`src/rtl/ppio_pkg.sv`:
```
package ppio_pkg;
  localparam int PW = 8;

  typedef struct packed {
    logic [1:0] a_mode;
    logic       a_dir;   // 1 = input
    logic       cu_dir;
    logic       b_mode;
    logic       b_dir;
    logic       cl_dir;
  } ppio_cfg_t;

  localparam ppio_cfg_t CFG_RESET = '{a_mode: 2'd0, a_dir: 1'b1, cu_dir: 1'b1,
                                     b_mode: 1'b0, b_dir: 1'b1, cl_dir: 1'b1};

  function automatic logic [1:0] grp_a_mode_of(input logic [1:0] fld);
    return fld[1] ? 2'd2 : {1'b0, fld[0]};
  endfunction

  function automatic ppio_cfg_t cfg_of(input logic [7:0] w);
    ppio_cfg_t c;
    c.a_mode = grp_a_mode_of(w[6:5]);
    c.a_dir  = w[4];
    c.cu_dir = w[3];
    c.b_mode = w[2];
    c.b_dir  = w[1];
    c.cl_dir = w[0];
    return c;
  endfunction

  function automatic logic [7:0] mix_read(input logic [7:0] latch, input logic [7:0] pins,
                                          input logic [7:0] oe);
    return (latch & oe) | (pins & ~oe);
  endfunction
endpackage

```
`src/rtl/ppio_cmd_dec.sv`:
```
module ppio_cmd_dec
  import ppio_pkg::*;
#(
  parameter int IDXW = 3
) (
  input  logic            cmd_wr,
  input  logic [7:0]      wdata,
  output logic            cfg_wr,
  output logic            bit_wr,
  output logic [IDXW-1:0] bit_idx,
  output logic            bit_val,
  output ppio_cfg_t       cfg_nxt
);
  always_comb begin
    cfg_wr  = cmd_wr & wdata[7];
    bit_wr  = cmd_wr & ~wdata[7];
    bit_idx = wdata[IDXW:1];
    bit_val = wdata[0];
    cfg_nxt = cfg_of(wdata);
  end
endmodule

```
`src/rtl/ppio_port.sv`:
```
module ppio_port #(
  parameter int W    = 8,
  parameter bit HAS_BIT = 1'b0,
  localparam int IW  = $clog2(W)
) (
  input  logic          clk,
  input  logic          rst_n,
  input  logic          clr,
  input  logic          wr_en,
  input  logic [W-1:0]  wdata,
  input  logic          bit_en,
  input  logic [IW-1:0] bit_idx,
  input  logic          bit_val,
  output logic [W-1:0]  q
);
  logic [W-1:0] q_nxt;

  generate
    if (HAS_BIT) begin : g_bit
      always_comb begin
        q_nxt = q;
        if (clr)         q_nxt = '0;
        else if (wr_en)  q_nxt = wdata;
        else if (bit_en) q_nxt[bit_idx] = bit_val;
      end
    end else begin : g_nobit
      always_comb begin
        q_nxt = q;
        if (clr)        q_nxt = '0;
        else if (wr_en) q_nxt = wdata;
      end
    end
  endgenerate

  always_ff @(posedge clk or negedge rst_n)
    if (!rst_n) q <= '0;
    else        q <= q_nxt;

  assert_clear_R5: assert property (@(posedge clk) disable iff (!rst_n)
    clr |=> q == '0);

  generate
    if (HAS_BIT) begin : g_chk
      assert_single_bit_R6: assert property (@(posedge clk) disable iff (!rst_n)
        (bit_en && !clr && !wr_en) |=> ($countones(q ^ $past(q)) <= 1)
                                        && (q[$past(bit_idx)] == $past(bit_val)));
    end
  endgenerate
endmodule

```
`src/rtl/ppio_ctrl.sv`:
```
module ppio_ctrl
  import ppio_pkg::*;
(
  input  logic       clk,
  input  logic       rst_n,
  input  logic       sel,
  input  logic [1:0] addr,
  input  logic       rd,
  input  logic       wr,
  input  logic [7:0] wdata,
  output logic [7:0] rdata,
  input  logic [7:0] pa_in,
  input  logic [7:0] pb_in,
  input  logic [7:0] pc_in,
  output logic [7:0] pa_out,
  output logic [7:0] pb_out,
  output logic [7:0] pc_out,
  output logic [7:0] pa_oe,
  output logic [7:0] pb_oe,
  output logic [7:0] pc_oe,
  output logic [1:0] grp_a_mode,
  output logic       grp_b_mode
);
  localparam int IW = $clog2(PW);
  localparam int HW = PW / 2;

  logic      host_wr, cmd_wr, cfg_wr, bit_wr, bit_val;
  logic [IW-1:0] bit_idx;
  ppio_cfg_t cfg_q, cfg_nxt;

  assign host_wr = sel & wr;
  assign cmd_wr  = host_wr & (addr == 2'b11);

  ppio_cmd_dec #(.IDXW(IW)) u_dec (
    .cmd_wr(cmd_wr), .wdata(wdata), .cfg_wr(cfg_wr), .bit_wr(bit_wr),
    .bit_idx(bit_idx), .bit_val(bit_val), .cfg_nxt(cfg_nxt));

  always_ff @(posedge clk or negedge rst_n)
    if (!rst_n)      cfg_q <= CFG_RESET;
    else if (cfg_wr) cfg_q <= cfg_nxt;

  ppio_port #(.W(PW), .HAS_BIT(1'b0)) u_pa (
    .clk(clk), .rst_n(rst_n), .clr(cfg_wr), .wr_en(host_wr && addr == 2'b00),
    .wdata(wdata), .bit_en(1'b0), .bit_idx('0), .bit_val(1'b0), .q(pa_out));
  ppio_port #(.W(PW), .HAS_BIT(1'b0)) u_pb (
    .clk(clk), .rst_n(rst_n), .clr(cfg_wr), .wr_en(host_wr && addr == 2'b01),
    .wdata(wdata), .bit_en(1'b0), .bit_idx('0), .bit_val(1'b0), .q(pb_out));
  ppio_port #(.W(PW), .HAS_BIT(1'b1)) u_pc (
    .clk(clk), .rst_n(rst_n), .clr(cfg_wr), .wr_en(host_wr && addr == 2'b10),
    .wdata(wdata), .bit_en(bit_wr), .bit_idx(bit_idx), .bit_val(bit_val), .q(pc_out));

  assign pa_oe      = {PW{~cfg_q.a_dir}};
  assign pb_oe      = {PW{~cfg_q.b_dir}};
  assign pc_oe      = {{HW{~cfg_q.cu_dir}}, {HW{~cfg_q.cl_dir}}};
  assign grp_a_mode = cfg_q.a_mode;
  assign grp_b_mode = cfg_q.b_mode;

  always_comb begin
    rdata = '0;
    if (sel && rd) begin
      unique case (addr)
        2'b00: rdata = mix_read(pa_out, pa_in, pa_oe);
        2'b01: rdata = mix_read(pb_out, pb_in, pb_oe);
        2'b10: rdata = mix_read(pc_out, pc_in, pc_oe);
        default: rdata = '0;
      endcase
    end
  end

  assert_idle_bus_R1: assert property (@(posedge clk) disable iff (!rst_n)
    !(sel && rd) |-> rdata == '0);
  assert_no_select_R1: assert property (@(posedge clk) disable iff (!rst_n)
    !sel |=> $stable(pa_out) && $stable(pb_out) && $stable(pc_out) && $stable(pa_oe));
  assert_dir_follow_R3: assert property (@(posedge clk) disable iff (!rst_n)
    cfg_wr |=> pa_oe == {PW{~$past(wdata[4])}} && pb_oe == {PW{~$past(wdata[1])}});
  assert_mode_range_R4: assert property (@(posedge clk) disable iff (!rst_n)
    grp_a_mode != 2'd3);
  assert_bit_keeps_cfg_R6: assert property (@(posedge clk) disable iff (!rst_n)
    bit_wr |=> $stable(pc_oe) && $stable(grp_a_mode));
  assert_cmd_read_R8: assert property (@(posedge clk) disable iff (!rst_n)
    (sel && rd && addr == 2'b11) |-> rdata == '0);
endmodule

```
`config.mk`:
```
export PLATFORM = sky130hd
export DESIGN_NAME = ppio_ctrl
export DESIGN_NICKNAME = d
export VERILOG_FILES = /design/src/rtl/ppio_pkg.sv /design/src/rtl/ppio_cmd_dec.sv /design/src/rtl/ppio_port.sv /design/src/rtl/ppio_ctrl.sv
export SDC_FILE = /design/constraint.sdc
export NUM_CORES = 1
export LEC_CHECK = 0
export BUFFER_PORTS_ARGS = -buffer_cell sky130_fd_sc_hd__buf_2
export CAP_MARGIN = 20
export CELL_PAD_IN_SITES_DETAIL_PLACEMENT = 1
export CELL_PAD_IN_SITES_GLOBAL_PLACEMENT = 1
export CORE_MARGIN = 5
export CORE_UTILIZATION = 34
export DETAILED_ROUTE_END_ITERATION = 7
export PLACE_DENSITY_LB_ADDON = 0.25
export SLEW_MARGIN = 10
export SYNTH_ARGS = -nofsm -noshare
export SYNTH_HDL_FRONTEND = slang
export SYNTH_SLANG_ARGS = --single-unit
```
`constraint.sdc`:
```
create_clock -name clk -period 1.9 [get_ports clk]
set_clock_uncertainty 0.15 [all_clocks]
set_input_delay 0.095 -clock clk [delete_from_list [all_inputs] [get_ports clk]]
set_output_delay 0.095 -clock clk [all_outputs]
set_load 0.05 [all_outputs]
```
==> results.ini <==
[status]
status=finished, violations left
violations=setup timing

[timing]
fmax_mhz=509
rsz0062_at_grt=yes
slew_headroom=0.508
worst_pin_slew_ps=737
layout_min_cycle_time_ps=1960
drv_slew=0
finalHoldViolCount=0
setup_slack_ps=-63.5
setup_viol=8
timing.final.crit_share=1.03
tns_ps=-423

[drt]
post_drt_wl_per_cell_um=18.5
first_pass_iters=4
drt_iter0_markers=57
postRouteAntennaNets=0
via_per_inst=5.27
vias=1967
drc_errors=0
wl_um=6910

[hold_path]
hold_start=wdata[1]
hold_class=in -> reg

[yosys]
synth.most_common_cell=mux2i_1
synth_cell_types=38
ys_top_cells_by_area=dfrtp_1 (32%), mux2i_1 (16%), buf_4 (7.8%)
syn_inst=217
netlist_area_mm2=0.00212
synth_top_area_frac=0.318
ys_ff_latch=31
syn-mean-instance-area_um2=9.78
yosys_warnings=0
yosys.area.top_type=dfrtp_1
syn-num-nets=256
yosysSeqAreaShare=0.368
synth-main-ff-cell=dfrtp_1
synth_edf_count=0
synth_common_cells=mux2i_1 (34), dfrtp_1 (27), buf_4 (22), nand2_1 (17)
async_flop_share=1.00

[worst_setup_path]
endpoint_kind=primary output
critical_path_class=reg -> out
crit_buf_inv=1
cp_max_fo=10
startpoint=cfg_q[4]$_DFFE_PN1P_
path_delay_family=flip-flops
cpPeakStageDelay_ps=720
cp.required_ps=1650
cp_data_arrival_time_ps=1720
path_cells=mux2i_1 > mux2_2 > o22ai_2 > buf_6
cp_slowest_cell=dfstp_4
start_kind=flop
reg2reg_from=cfg_q[1]$_DFFE_PN1P_

[layout]
diodes=0
fin_nets=336
finalInstanceArea_mm2=0.00276
fill_cells=708
drive_above_1_share=0.480
area_growth_pct=30.1

[floorplanning]
dieHeight_um=89.0
core_area_mm2=0.00599
die_area_mm2=0.00793
rows=28
die_w_um=89.0
io_pins=98
initial_core_util=0.354

[placement]
gp_congestion=0.729
dp_hpwl_um=5210
portBuffers=97
postPlaceCellArea_mm2=0.00256
place_ws_ps=119

[global_routing]
grt_max_degree=32
antenna_found_initial=0
grt_usage=0.180
grt_pass1_wl_um=10700
overflow=0
grt_pass1_vias=2056

[cts]
cts_tree=done
cts-root-buf=clkbuf_8
clk_path_buf_depth=2
clock_latency_ps=290
path_clk_slew_ps=70
numCtsBuffers=5
clock-sinks=31
h-tree-depth=2

[flow_run]
maxCapViolCount=0

[pwr]
p_per_area_mw_per_mm2=1130
p_leak_uw=0.00137
peakVddDrop_uv=584
finalPower_uw=3130

## through the flow
step / std cells / util / hold WS [ps]
final: 373 / 0.461 / 13.4
after global routing: 373 / 0.461 / 44.0
after CTS: 373 / 0.461 / 7.27
after detailed placement: 359 / 0.427 / 60.4
after global placement: 359 / 0.427 / 43.8
after floorplan: 217 / - / -351
## per-layer routing
| metal | vias up | track usage | part of all wire |
|---|---|---|---|
| li1 | 911 | - | - |
| met1 | 962 | 0.217 | 0.43 |
| met2 | 82 | 0.316 | 0.48 |
| met3 | 12 | 0.0488 | 0.078 |
| met4 | 0 | 0.0514 | 0.016 |
| met5 | - | 0 | 0 |
## final timing paths
check / depth (start not counted) / slack (ps) / end
hold / removal: 3 / 10 / cfg_q[1]$_DFFE_PN1P_
min in group asynchronous: 2 / 260 / u_pc.q[5]$_DFFE_PN0P_
hold reg to reg: 1 / 360 / grp_b_mode$_DFFE_PN0P_
setup / recovery: 4 / -60 / rdata[5]
setup reg to reg: 2 / 630 / cfg_q[1]$_DFFE_PN1P_
max in group asynchronous: 2 / 860 / grp_a_mode[1]$_DFFE_PN0P_
## timing repair
action,4_1_cts,5_1_grt
pin swaps,0,0
hold endpoints to repair,38,0
hold buffers,6,0
gates cloned,0,0
gates resized for setup,18,1
endpoints found under the setup margin,8,8
setup buffers,0,0
## final cells by class
type / instances / area (um2) / share of cell area
multi-input cells: 140 / 1110 / 0.402
inverters: 7 / 26.3 / 0.00951
clock buffers: 5 / 68.8 / 0.0249
repair buffers: 112 / 663 / 0.240
clock inverters: 3 / 15.0 / 0.00543
flip-flops and latches: 31 / 785 / 0.284
well taps: 75 / 93.8 / 0.0340
## power by group
group	switching, uW	internal (uW)
Clock	268	250
Sequential	158	807
Combinational	1190	452
Total	1620	1510
## worst reg2reg max path, stage by stage (launching register included)
cell and delay, ps:
dfstp_2 720, inv_1 180, mux2i_1 160
## layout by cell type, fill, tap and decap left out, types with 4 or more instances in the layout
cell type / synthesis / routed
mux2_2: 12 / 11
nand2_1: 17 / 17
a21oi_1: 12 / 12
o21ai_0: 5 / 5
buf_2: 1 / 89
inv_1: 7 / 7
clkbuf_8: 0 / 5
nor3b_1: 4 / 4
dlygate4sd3_1: 0 / 6
buf_6: 5 / 8
nor2_1: 9 / 9
dfrtp_1: 27 / 27
nor2b_1: 6 / 6
buf_4: 22 / 9
o22ai_2: 0 / 8
mux2i_1: 34 / 33
## cell families (layout without fill, tap and decap cells)
kind of cell	count (synthesis)	after routing	synth area share
flip-flops	31	31	0.368
AO/OA/AOI/OAI	38	38	0.116
buffers and inverters	46	127	0.139
AND/OR/NAND/NOR	55	55	0.147
multiplexers	47	47	0.231
## registers in the layout (all words and copies together), names as in the netlist
register	count
cfg_q	4
u_pa.q	8
u_pc.q	8
grp_b_mode	1
u_pb.q	8
grp_a_mode	2
No activity file was read; power rests on OpenSTA's default activity.
